**src/rtl/ds_pkg.sv**
```systemverilog
package ds_pkg;

  typedef enum logic [1:0] {
    PH_ZERO  = 2'd0,
    PH_INTEG = 2'd1,
    PH_DEINT = 2'd2
  } phase_e;

endpackage

```
**src/rtl/ds_prescaler.sv**
```systemverilog
module ds_prescaler #(
  parameter int DIV = 4
) (
  input  logic clk,
  input  logic rst_n,
  output logic tick
);
  generate
    if (DIV <= 1) begin : g_nodiv
      assign tick = 1'b1;
    end else begin : g_div
      localparam int PW = $clog2(DIV);
      logic [PW-1:0] cnt_q;
      always_ff @(posedge clk or negedge rst_n) begin
        if (!rst_n)                          cnt_q <= '0;
        else if (cnt_q == PW'(DIV - 1))      cnt_q <= '0;
        else                                 cnt_q <= cnt_q + 1'b1;
      end
      assign tick = (cnt_q == PW'(DIV - 1));
    end
  endgenerate
endmodule

```
**src/rtl/ds_bcd_counter.sv**
```systemverilog
module ds_bcd_counter #(
  parameter int DIGITS = 3,
  localparam int VW = 4 * DIGITS + 1
) (
  input  logic          clk,
  input  logic          rst_n,
  input  logic          clr,
  input  logic          inc,
  output logic [VW-1:0] value,
  output logic          full
);
  logic [DIGITS:0] carry;
  logic            top_q;

  assign carry[0] = inc;

  genvar i;
  generate
    for (i = 0; i < DIGITS; i++) begin : g_dig
      logic [3:0] d_q;
      assign carry[i+1] = carry[i] && (d_q == 4'd9);
      always_ff @(posedge clk or negedge rst_n) begin
        if (!rst_n)        d_q <= 4'd0;
        else if (clr)      d_q <= 4'd0;
        else if (carry[i]) d_q <= (d_q == 4'd9) ? 4'd0 : d_q + 4'd1;
      end
      assign value[4*i +: 4] = d_q;
    end
  endgenerate

  always_ff @(posedge clk or negedge rst_n) begin
    if (!rst_n)             top_q <= 1'b0;
    else if (clr)           top_q <= 1'b0;
    else if (carry[DIGITS]) top_q <= 1'b1;
  end

  assign value[VW-1] = top_q;
  assign full        = (value == {1'b1, {DIGITS{4'h9}}});
endmodule

```
**src/rtl/dual_slope_seq.sv**
```systemverilog
module dual_slope_seq #(
  parameter int PRESCALE = 4,
  parameter int DIGITS   = 3,
  localparam int RW      = 4 * DIGITS + 1
) (
  input  logic          clk,
  input  logic          rst_n,
  input  logic          cmp_pos,
  output logic          ph_az,
  output logic          ph_int,
  output logic          ph_de_pos,
  output logic          ph_de_neg,
  output logic          rd_valid,
  output logic [RW-1:0] rd_bcd,
  output logic          rd_neg,
  output logic          rd_ovr
);
  import ds_pkg::*;

  localparam int SCALE    = 10 ** DIGITS;
  localparam int INT_CNT  = SCALE;
  localparam int CYCLE    = 4 * SCALE;
  localparam int AZ_START = CYCLE - SCALE;
  localparam int CW       = $clog2(CYCLE);

  logic          tick;
  logic          cnt_clr, cnt_inc, cnt_full;
  logic [RW-1:0] cnt_val;

  phase_e        state_q, state_d;
  logic [CW-1:0] cyc_q, cyc_d;
  logic          pol_q, pol_d;
  logic          done, over;

  ds_prescaler #(.DIV(PRESCALE)) u_pre (
    .clk   (clk),
    .rst_n (rst_n),
    .tick  (tick)
  );

  ds_bcd_counter #(.DIGITS(DIGITS)) u_cnt (
    .clk   (clk),
    .rst_n (rst_n),
    .clr   (cnt_clr),
    .inc   (cnt_inc),
    .value (cnt_val),
    .full  (cnt_full)
  );

  always_comb begin
    state_d = state_q;
    cyc_d   = cyc_q;
    pol_d   = pol_q;
    done    = 1'b0;
    over    = 1'b0;
    cnt_clr = 1'b0;
    cnt_inc = 1'b0;
    if (tick) begin
      unique case (state_q)
        PH_ZERO: begin
          if (cyc_q == CW'(CYCLE - 1)) begin
            cyc_d   = '0;
            state_d = PH_INTEG;
          end else begin
            cyc_d = cyc_q + 1'b1;
          end
        end
        PH_INTEG: begin
          cyc_d = cyc_q + 1'b1;
          if (cyc_q == CW'(INT_CNT - 1)) begin
            state_d = PH_DEINT;
            pol_d   = cmp_pos;
            cnt_clr = 1'b1;
          end
        end
        PH_DEINT: begin
          cyc_d = cyc_q + 1'b1;
          if (cmp_pos != pol_q) begin
            done = 1'b1;
          end else if (cnt_full) begin
            done = 1'b1;
            over = 1'b1;
          end else begin
            cnt_inc = 1'b1;
          end
          if (done) state_d = PH_ZERO;
        end
        default: state_d = PH_ZERO;
      endcase
    end
  end

  always_ff @(posedge clk or negedge rst_n) begin
    if (!rst_n) begin
      state_q   <= PH_ZERO;
      cyc_q     <= CW'(AZ_START);
      pol_q     <= 1'b0;
      ph_az     <= 1'b1;
      ph_int    <= 1'b0;
      ph_de_pos <= 1'b0;
      ph_de_neg <= 1'b0;
    end else begin
      state_q   <= state_d;
      cyc_q     <= cyc_d;
      pol_q     <= pol_d;
      ph_az     <= (state_d == PH_ZERO);
      ph_int    <= (state_d == PH_INTEG);
      ph_de_pos <= (state_d == PH_DEINT) &&  pol_d;
      ph_de_neg <= (state_d == PH_DEINT) && !pol_d;
    end
  end

  always_ff @(posedge clk or negedge rst_n) begin
    if (!rst_n) begin
      rd_valid <= 1'b0;
      rd_bcd   <= '0;
      rd_neg   <= 1'b0;
      rd_ovr   <= 1'b0;
    end else begin
      rd_valid <= done;
      if (done) begin
        rd_bcd <= cnt_val;
        rd_neg <= !pol_q;
        rd_ovr <= over;
      end
    end
  end
endmodule

```
**config.mk**
```make
export PLATFORM = sky130hd
export DESIGN_NAME = dual_slope_seq
export DESIGN_NICKNAME = d
export VERILOG_FILES = /design/src/rtl/ds_pkg.sv /design/src/rtl/ds_prescaler.sv /design/src/rtl/ds_bcd_counter.sv /design/src/rtl/dual_slope_seq.sv
export SDC_FILE = /design/constraint.sdc
export NUM_CORES = 1
export LEC_CHECK = 0
export ABC_AREA = 0
export CELL_PAD_IN_SITES_DETAIL_PLACEMENT = 1
export CELL_PAD_IN_SITES_GLOBAL_PLACEMENT = 1
export CORE_UTILIZATION = 45
export CTS_BUF_LIST = sky130_fd_sc_hd__clkbuf_2 sky130_fd_sc_hd__clkbuf_4 sky130_fd_sc_hd__clkbuf_8
export CTS_CLUSTER_DIAMETER = 30
export DETAILED_ROUTE_END_ITERATION = 12
export GPL_TIMING_DRIVEN = 0
export HOLD_SLACK_MARGIN = 0.1
export PLACE_DENSITY_LB_ADDON = 0.1
export SYNTH_ARGS = -nofsm -noshare
export SYNTH_HDL_FRONTEND = slang
export SYNTH_SLANG_ARGS = --single-unit
```
**constraint.sdc**
```tcl
create_clock -name clk -period 3.4 [get_ports clk]
set_input_delay 0.68 -clock clk [delete_from_list [all_inputs] [get_ports clk]]
set_output_delay 0.68 -clock clk [all_outputs]
set_load 0.05 [all_outputs]
```
==> flow_metrics.py, run 1 <==
metrics = {
    "clock_network": {
        "numCtsBuffers": 5,
        "postCtsSetupRepairBufs": 0,
        "holdBufCountCts": 0,
        "clock_sinks": 50,
        "clk_latency_ns": 0.31,
        "cts_tree": "done",
        "cts_buffer_depth": 2,
        "cts-root-buf": "clkbuf_8",
        "ctsResizeCount": 0,
        "clkTransAtPathRegs_ns": 0.09,
        "cts_max_level": 2,
    },
    "power": {
        "switching_share": 0.1959,
        "p_per_area_nw_per_um2": 363.1,
        "p_int_mw": 0.8352,
        "power_frac_seq": 0.572,
        "combPwrFrac": 0.018,
        "p_sw_mw": 0.2034,
        "p_leak_nw": 1.275,
        "clkPwrFrac": 0.410,
        "max-vdd-ir-drop_mv": 0.1997,
    },
    "cells_and_area": {
        "seqCellArea_um2": 1261,
        "final_net_count": 257,
        "drive_gt1_frac": 0.1687,
        "multi_input_area_um2": 1094,
        "final_core_utilization": 0.5565,
        "antenna_cells": 0,
        "final.fill_count": 600,
        "area_growth_pct": 18.02,
        "fin_area_um2": 2860,
    },
    "logic_synthesis": {
        "synth_compound_area_frac": 0.07279,
        "synth_nets": 227,
        "synthesis.area_um2": 2424,
        "synth_top_area_frac": 0.4337,
        "synth_top_family_by_area": "simple AND/OR/NAND/NOR gates",
        "synth_simple_gate_area_share": 0.2158,
        "synth_xor_area_frac": 0.05421,
        "ys_warn_count": 0,
        "yosysTopAreaCell": "dfrtp_1",
        "yosysSeqAreaShare": 0.5204,
        "ys_ff_latch": 50,
        "avgSynthCellArea_um2": 11.12,
        "synthTopCellsByArea": "dfrtp_1 (43%), dfstp_2 (8.7%), mux2_2 (4.6%), ha_1 (3.1%), nor2_1 (2.9%)",
        "netlist-cell-type-count": 48,
        "synth_adder_area_share": 0.03098,
        "syn_inst": 218,
        "synth.area.mux_share": 0.07744,
    },
    "timing": {
        "rsz0062_at_grt": "false",
        "maxSlewViolCount": 0,
        "tns_ns": 0,
        "fin_worst_skew_ns": 0.008429,
        "period_share": 0.6732,
        "maxSlewHeadroom": 0.5275,
        "fmax_ghz": 0.4369,
        "fin_ws_ns": 1.111,
        "period_needed_ns": 2.289,
        "setup_viol": 0,
        "worstMarginPinSlew_ns": 0.6993,
        "hold_slack_ns": 0.3745,
        "final_hold_viol_count": 0,
    },
    "setup_path": {
        "critical_path_class": "reg2out",
        "path_buf_inv": 1,
        "crit_path_end_kind": "output port",
        "critPathArrivalTime_ns": 1.61,
        "reg2regPathDepth": 7,
        "cp.required_ns": 2.72,
        "worst-path-max-fanout": 1,
        "crit_slowest_cell": "clkdlybuf4s50_1",
        "cpLargestDelayFamily": "buffers and inverters",
        "r2r_start": "cyc_q[0]$_DFFE_PN0P_",
        "r2r_end": "ph_de_pos$_DFF_PN0_",
        "slowest_delay_ns": 0.79,
        "start_kind": "register",
        "r2r_setup_slack_ns": 1.23,
        "cp_cell_sequence": "clkdlybuf4s50_1",
    },
    "grt": {
        "grt_pass1_vias": 1769,
        "grt-ovfl-total": 0,
        "grt_usage": 0.1985,
        "antenna_found_initial": 0,
        "grt_pass1_wl_um": 8307,
        "grt_max_degree": 27,
    },
    "floorplanning": {
        "num_rows": 26,
        "start_util": 0.4715,
        "die_h_um": 75.39,
        "fp.dieW_um": 75.39,
        "io-pin-count": 23,
        "coreArea_um2": 5140,
        "die-area_um2": 5683,
    },
    "place": {
        "io_buffers": 22,
        "place_ws_ns": 0.8300,
        "gp_congestion": 0.7953,
        "dp_hpwl_um": 3593,
        "place_area_um2": 2746,
    },
    "detailed_routing": {
        "vias": 1708,
        "drc": 0,
        "routed_wl_um": 4838,
        "drtPass1Iterations": 4,
        "avgRoutedWirePerCell_um": 15.17,
        "viasPerCell": 5.354,
        "drtIter0Drc": 45,
        "final_antenna_net_count": 0,
    },
    "run_status": {
        "status": "completed",
    },
    "hold_path": {
        "hp-class": "in2async",
    },
    "run": {
        "cap_violations": 0,
    },
}
## through the flow
| step | instances | power (mW) |
|---|---|---|
| CTS | 319 | 1.059 |
| finish | 319 | 1.039 |
| detailed placement | 311 | 0.6256 |
| global route | 319 | 1.081 |
| floorplan | 218 | 0.6080 |
| global placement | 310 | 0.6229 |
## flip-flops by register name (all words and copies together), names as in the netlist
signal / count
ph_de_pos: 1
rd_neg: 1
ph_az: 1
pol_q: 1
rd_bcd: 13
u_cnt.g_dig.d_q: 12
u_pre.g_div.cnt_q: 2
u_cnt.top_q: 1
ph_int: 1
rd_valid: 1
rd_ovr: 1
state_q: 2
ph_de_neg: 1
cyc_q: 12
## placed cells by master, fill, tap and decap left out, types with 2 or more instances in the layout
| cell | instances |
|---|---|
| nor3_1 | 6 |
| nand4bb_1 | 2 |
| nand2_1 | 17 |
| inv_1 | 8 |
| clkbuf_4 | 2 |
| a31o_2 | 2 |
| nand3_1 | 9 |
| dfrtp_1 | 42 |
| buf_4 | 2 |
| and3_1 | 3 |
| nor2_1 | 19 |
| nor4_1 | 3 |
| nor2b_1 | 7 |
| xor2_1 | 7 |
| o21ai_0 | 7 |
| ha_1 | 6 |
| clkdlybuf4s50_1 | 21 |
| nand4_1 | 3 |
| mux2_1 | 4 |
| mux2_2 | 10 |
| a21oi_1 | 9 |
| and4_1 | 2 |
| mux2i_1 | 3 |
| nand4b_1 | 2 |
| or2_2 | 2 |
| nand2b_1 | 3 |
| clkbuf_1 | 2 |
| buf_2 | 2 |
| and3b_1 | 2 |
| xnor2_1 | 8 |
| dfstp_2 | 8 |
| clkbuf_8 | 5 |
## layer usage
| metal | up-vias | GRT usage | share of wire |
|---|---|---|---|
| met3 | 6 | 0.03968 | 0.024 |
| met2 | 15 | 0.3472 | 0.51 |
| met5 | - | 0 | 0 |
| met1 | 863 | 0.2455 | 0.45 |
| met4 | 0 | 0.06790 | 0.016 |
| li1 | 824 | - | - |
## power by group through the flow
| stage | Clock (mW) | Combinational [mW] | Sequential, mW |
|---|---|---|---|
| floorplan | 0 | 0.00182 | 0.606 |
| global route | 0.464 | 0.0218 | 0.595 |
| CTS | 0.445 | 0.0196 | 0.595 |
| finish | 0.426 | 0.0182 | 0.595 |
| global placement | 0 | 0.0168 | 0.606 |
| detailed placement | 0 | 0.0196 | 0.606 |
## synth_stat cells, drive strengths merged
| master | count |
|---|---|
| nor3b | 2 |
| o211ai | 1 |
| o41ai | 1 |
| nor4b | 1 |
| clkbuf | 2 |
| nand4bb | 2 |
| nor3 | 6 |
| inv | 8 |
| and3b | 2 |
| o21ai | 7 |
| nand3b | 1 |
| nand4 | 4 |
| mux2i | 3 |
| ha | 6 |
| buf | 4 |
| nand2 | 17 |
| nor4 | 4 |
| o21ba | 1 |
| and4 | 2 |
| or3 | 1 |
| a21oi | 9 |
| o32ai | 1 |
| mux2 | 14 |
| nand2b | 3 |
| nor2 | 19 |
| or2 | 2 |
| dfstp | 8 |
| or4 | 1 |
| xnor2 | 8 |
| a41o | 1 |
| nor2b | 7 |
| o221a | 1 |
| o31ai | 1 |
| xor2 | 7 |
| nor4bb | 1 |
| and2 | 1 |
| o21a | 1 |
| nand3 | 9 |
| nand4b | 2 |
| dfrtp | 42 |
| a31o | 2 |
| and3 | 3 |
## cell families (layout without fill, tap and decap cells)
| logic type | count (synthesis) | after routing |
|---|---|---|
| buf+inv | 14 | 45 |
| xor+xnor | 15 | 15 |
| fa+ha+maj | 6 | 6 |
| mux | 17 | 17 |
| flops | 50 | 50 |
| compound gates | 26 | 26 |
| simple gates | 90 | 90 |
## area by class of cell
class / count / share of cell area
Timing Repair Buffer: 23 / 0.08224
Sequential cell: 50 / 0.4409
Clock buffer: 7 / 0.02931
Inverter: 8 / 0.01050
Tap cell: 70 / 0.03062
Multi-Input combinational cell: 154 / 0.3823
Buffer: 6 / 0.01356
Clock inverter: 1 / 0.01050
## worst max path at each step
stage / from / end / cells after the start
6_report: ph_az$_DFF_PN1_ / ph_az / 1
3_5_place_dp: cmp_pos / ph_de_pos$_DFF_PN0_ / 6
2_1_floorplan: u_cnt.g_dig[0].d_q[2]$_DFFE_PN0P_ / rd_bcd[10]$_DFFE_PN0P_ / 6
4_1_cts: ph_az$_DFF_PN1_ / ph_az / 1
3_3_place_gp: rst_n / state_q[1]$_DFF_PN0_ / 1
5_1_grt: cmp_pos / u_cnt.g_dig[2].d_q[1]$_DFFE_PN0P_ / 6
Power figures use the tool's default switching activity.
==> inputs of run 2 (changes only) <==
Settings changed: CORE_UTILIZATION 45 to 42.
Clock period 3.4 ns to 2.02 ns, I/O delays scaled along.
==> run 2 against run 1 <==
Clock skew grew 0.0059 ns. Largest cell class unchanged. Die area grew 7.0%. Sequential power grew 68%. Critical endpoint is now u_cnt.g_dig[2].d_q[1]$_DFFE_PN0P_.
==> flow_metrics.py, run 2 (synthesis gave the netlist of run 1 again) <==
metrics = {
    "run_status": {
        "status": "completed",
    },
    "cells_and_area": {
        "final_net_count": 269,
        "layout.cells.non_filler": 333,
        "final_core_utilization": 0.5569,
        "layout_commonest_cell": "dfrtp_1",
        "largest_reg_flops": 13,
        "layout_common_cells": "dfrtp_1 (36), clkdlybuf4s50_1 (20), nor2_1 (19)",
        "area_growth_pct": 27.31,
        "largest_register": "rd_bcd",
        "antenna_cells": 0,
        "drive_gt1_frac": 0.3180,
        "fin_area_um2": 3085,
        "top_regs": "rd_bcd x13, cyc_q x12, u_cnt.g_dig.d_q x12",
    },
    "place": {
        "place_area_um2": 2749,
        "dp_cells": 313,
        "place_ws_ns": -0.2911,
        "gp_congestion": 0.7651,
        "dp_hpwl_um": 3506,
        "io_buffers": 22,
    },
    "clock_network": {
        "numCtsBuffers": 5,
        "clk_latency_ns": 0.30,
        "cts_tree": "done",
        "cts_buffer_depth": 2,
        "clkTransAtPathRegs_ns": 0.09,
        "clock_sinks": 50,
        "cts-root-buf": "clkbuf_8",
        "cts_max_level": 2,
    },
    "floorplanning": {
        "start_util": 0.4374,
        "num_rows": 27,
        "fp.dieW_um": 77.97,
        "die_h_um": 77.97,
        "die-area_um2": 6079,
        "io-pin-count": 23,
        "coreArea_um2": 5540,
    },
    "detailed_routing": {
        "routed_wl_um": 5148,
        "drc": 0,
        "viasPerCell": 5.231,
        "drtIter0Drc": 85,
        "avgRoutedWirePerCell_um": 15.46,
        "drtPass1Iterations": 4,
        "final_antenna_net_count": 0,
        "vias": 1742,
    },
    "timing": {
        "maxSlewViolCount": 0,
        "rsz0062_at_grt": "true",
        "fin_worst_skew_ns": 0.01432,
        "maxSlewHeadroom": 0.5976,
        "worstMarginPinSlew_ns": 0.6037,
        "hold_slack_ns": 0.09285,
        "final_hold_viol_count": 0,
        "setup_viol": 0,
        "tns_ns": 0,
        "period_share": 0.9622,
        "fmax_ghz": 0.5145,
        "fin_ws_ns": 0.07644,
        "period_needed_ns": 1.944,
    },
    "setup_path": {
        "critical_path_class": "reg2reg",
        "crit_path_end_kind": "register",
        "critPathArrivalTime_ns": 2.18,
        "cp.required_ns": 2.26,
        "start_kind": "register",
        "worst-path-max-fanout": 7,
    },
    "grt": {
        "grt_usage": 0.1843,
        "grt_max_degree": 27,
        "antenna_found_initial": 0,
        "grt_pass1_wl_um": 8735,
        "grt_pass1_vias": 1817,
        "grt-ovfl-total": 0,
    },
    "power": {
        "p_leak_nw": 1.329,
        "p_per_area_nw_per_um2": 538.4,
        "power.total_mw": 1.661,
        "max-vdd-ir-drop_mv": 0.2365,
    },
    "run": {
        "cap_violations": 0,
    },
    "hold_path": {
        "hp-class": "in2async",
    },
}
[run 2: changes by cell type in the layout (fill, tap and decap cells not counted), moves of 4 or more]
cell / delta
buf_4: +12
dfrtp_1: -6
dfrtp_2: +6
ha_1: -4
[run 2: worst paths after layout]
kind | from | endpoint | slack, ns | depth (start not counted)
max | state_q[0]$_DFF_PN0_ | u_cnt.g_dig[2].d_q[1]$_DFFE_PN0P_ | 0.08 | 8
min | rst_n | rd_bcd[10]$_DFFE_PN0P_ | 0.09 | 1
max reg2reg | state_q[0]$_DFF_PN0_ | u_cnt.g_dig[2].d_q[1]$_DFFE_PN0P_ | 0.08 | 8
min reg2reg | u_pre.g_div.cnt_q[0]$_DFF_PN0_ | u_pre.g_div.cnt_q[0]$_DFF_PN0_ | 0.49 | 1
max in group asynchronous | rst_n | ph_az$_DFF_PN1_ | 1.29 | 2
min in group clk | u_pre.g_div.cnt_q[0]$_DFF_PN0_ | u_pre.g_div.cnt_q[0]$_DFF_PN0_ | 0.49 | 1
[run 2: worst max-delay path: stages, from the launching register on]
cell	delay [ns]
dfrtp_2	0.45
inv_4	0.10
ha_4	0.13
and2_1	0.13
buf_6	0.12
nor3b_4	0.24
nand4_2	0.18
or3_4	0.42
a21oi_2	0.13
[run 2: layout make-up]
cell class              instances  area [µm²]
well taps                      72       90.09
flip-flops and latches         50        1269
multi-input cells             154        1221
fillers                       591        2455
clock buffers                   8       97.59
plain buffers                   5       43.79
inverters                       8       32.53
repair buffers                 36       331.6
[run 2: where the power goes]
part	internal, mW	switching [mW]
registers	1.00	0
clock network	0.307	0.321
logic	0.00835	0.0241
total	1.32	0.345
[run 2: metal layers]
metal	GRT usage	up-vias	share of wire
met5	0	-	0
met2	0.3035	15	0.49
li1	-	849	-
met1	0.2460	871	0.48
met3	0.03882	7	0.018
met4	0.05000	0	0.013
[run 2: timing repair]
action | in CTS | in global routing
gates resized for setup | 4 | 32
pin swaps | 1 | 3
endpoints found under the setup margin | 23 | 30
setup buffers | 3 | 10
hold buffers | 0 | 0
hold endpoints to repair | 0 | 0
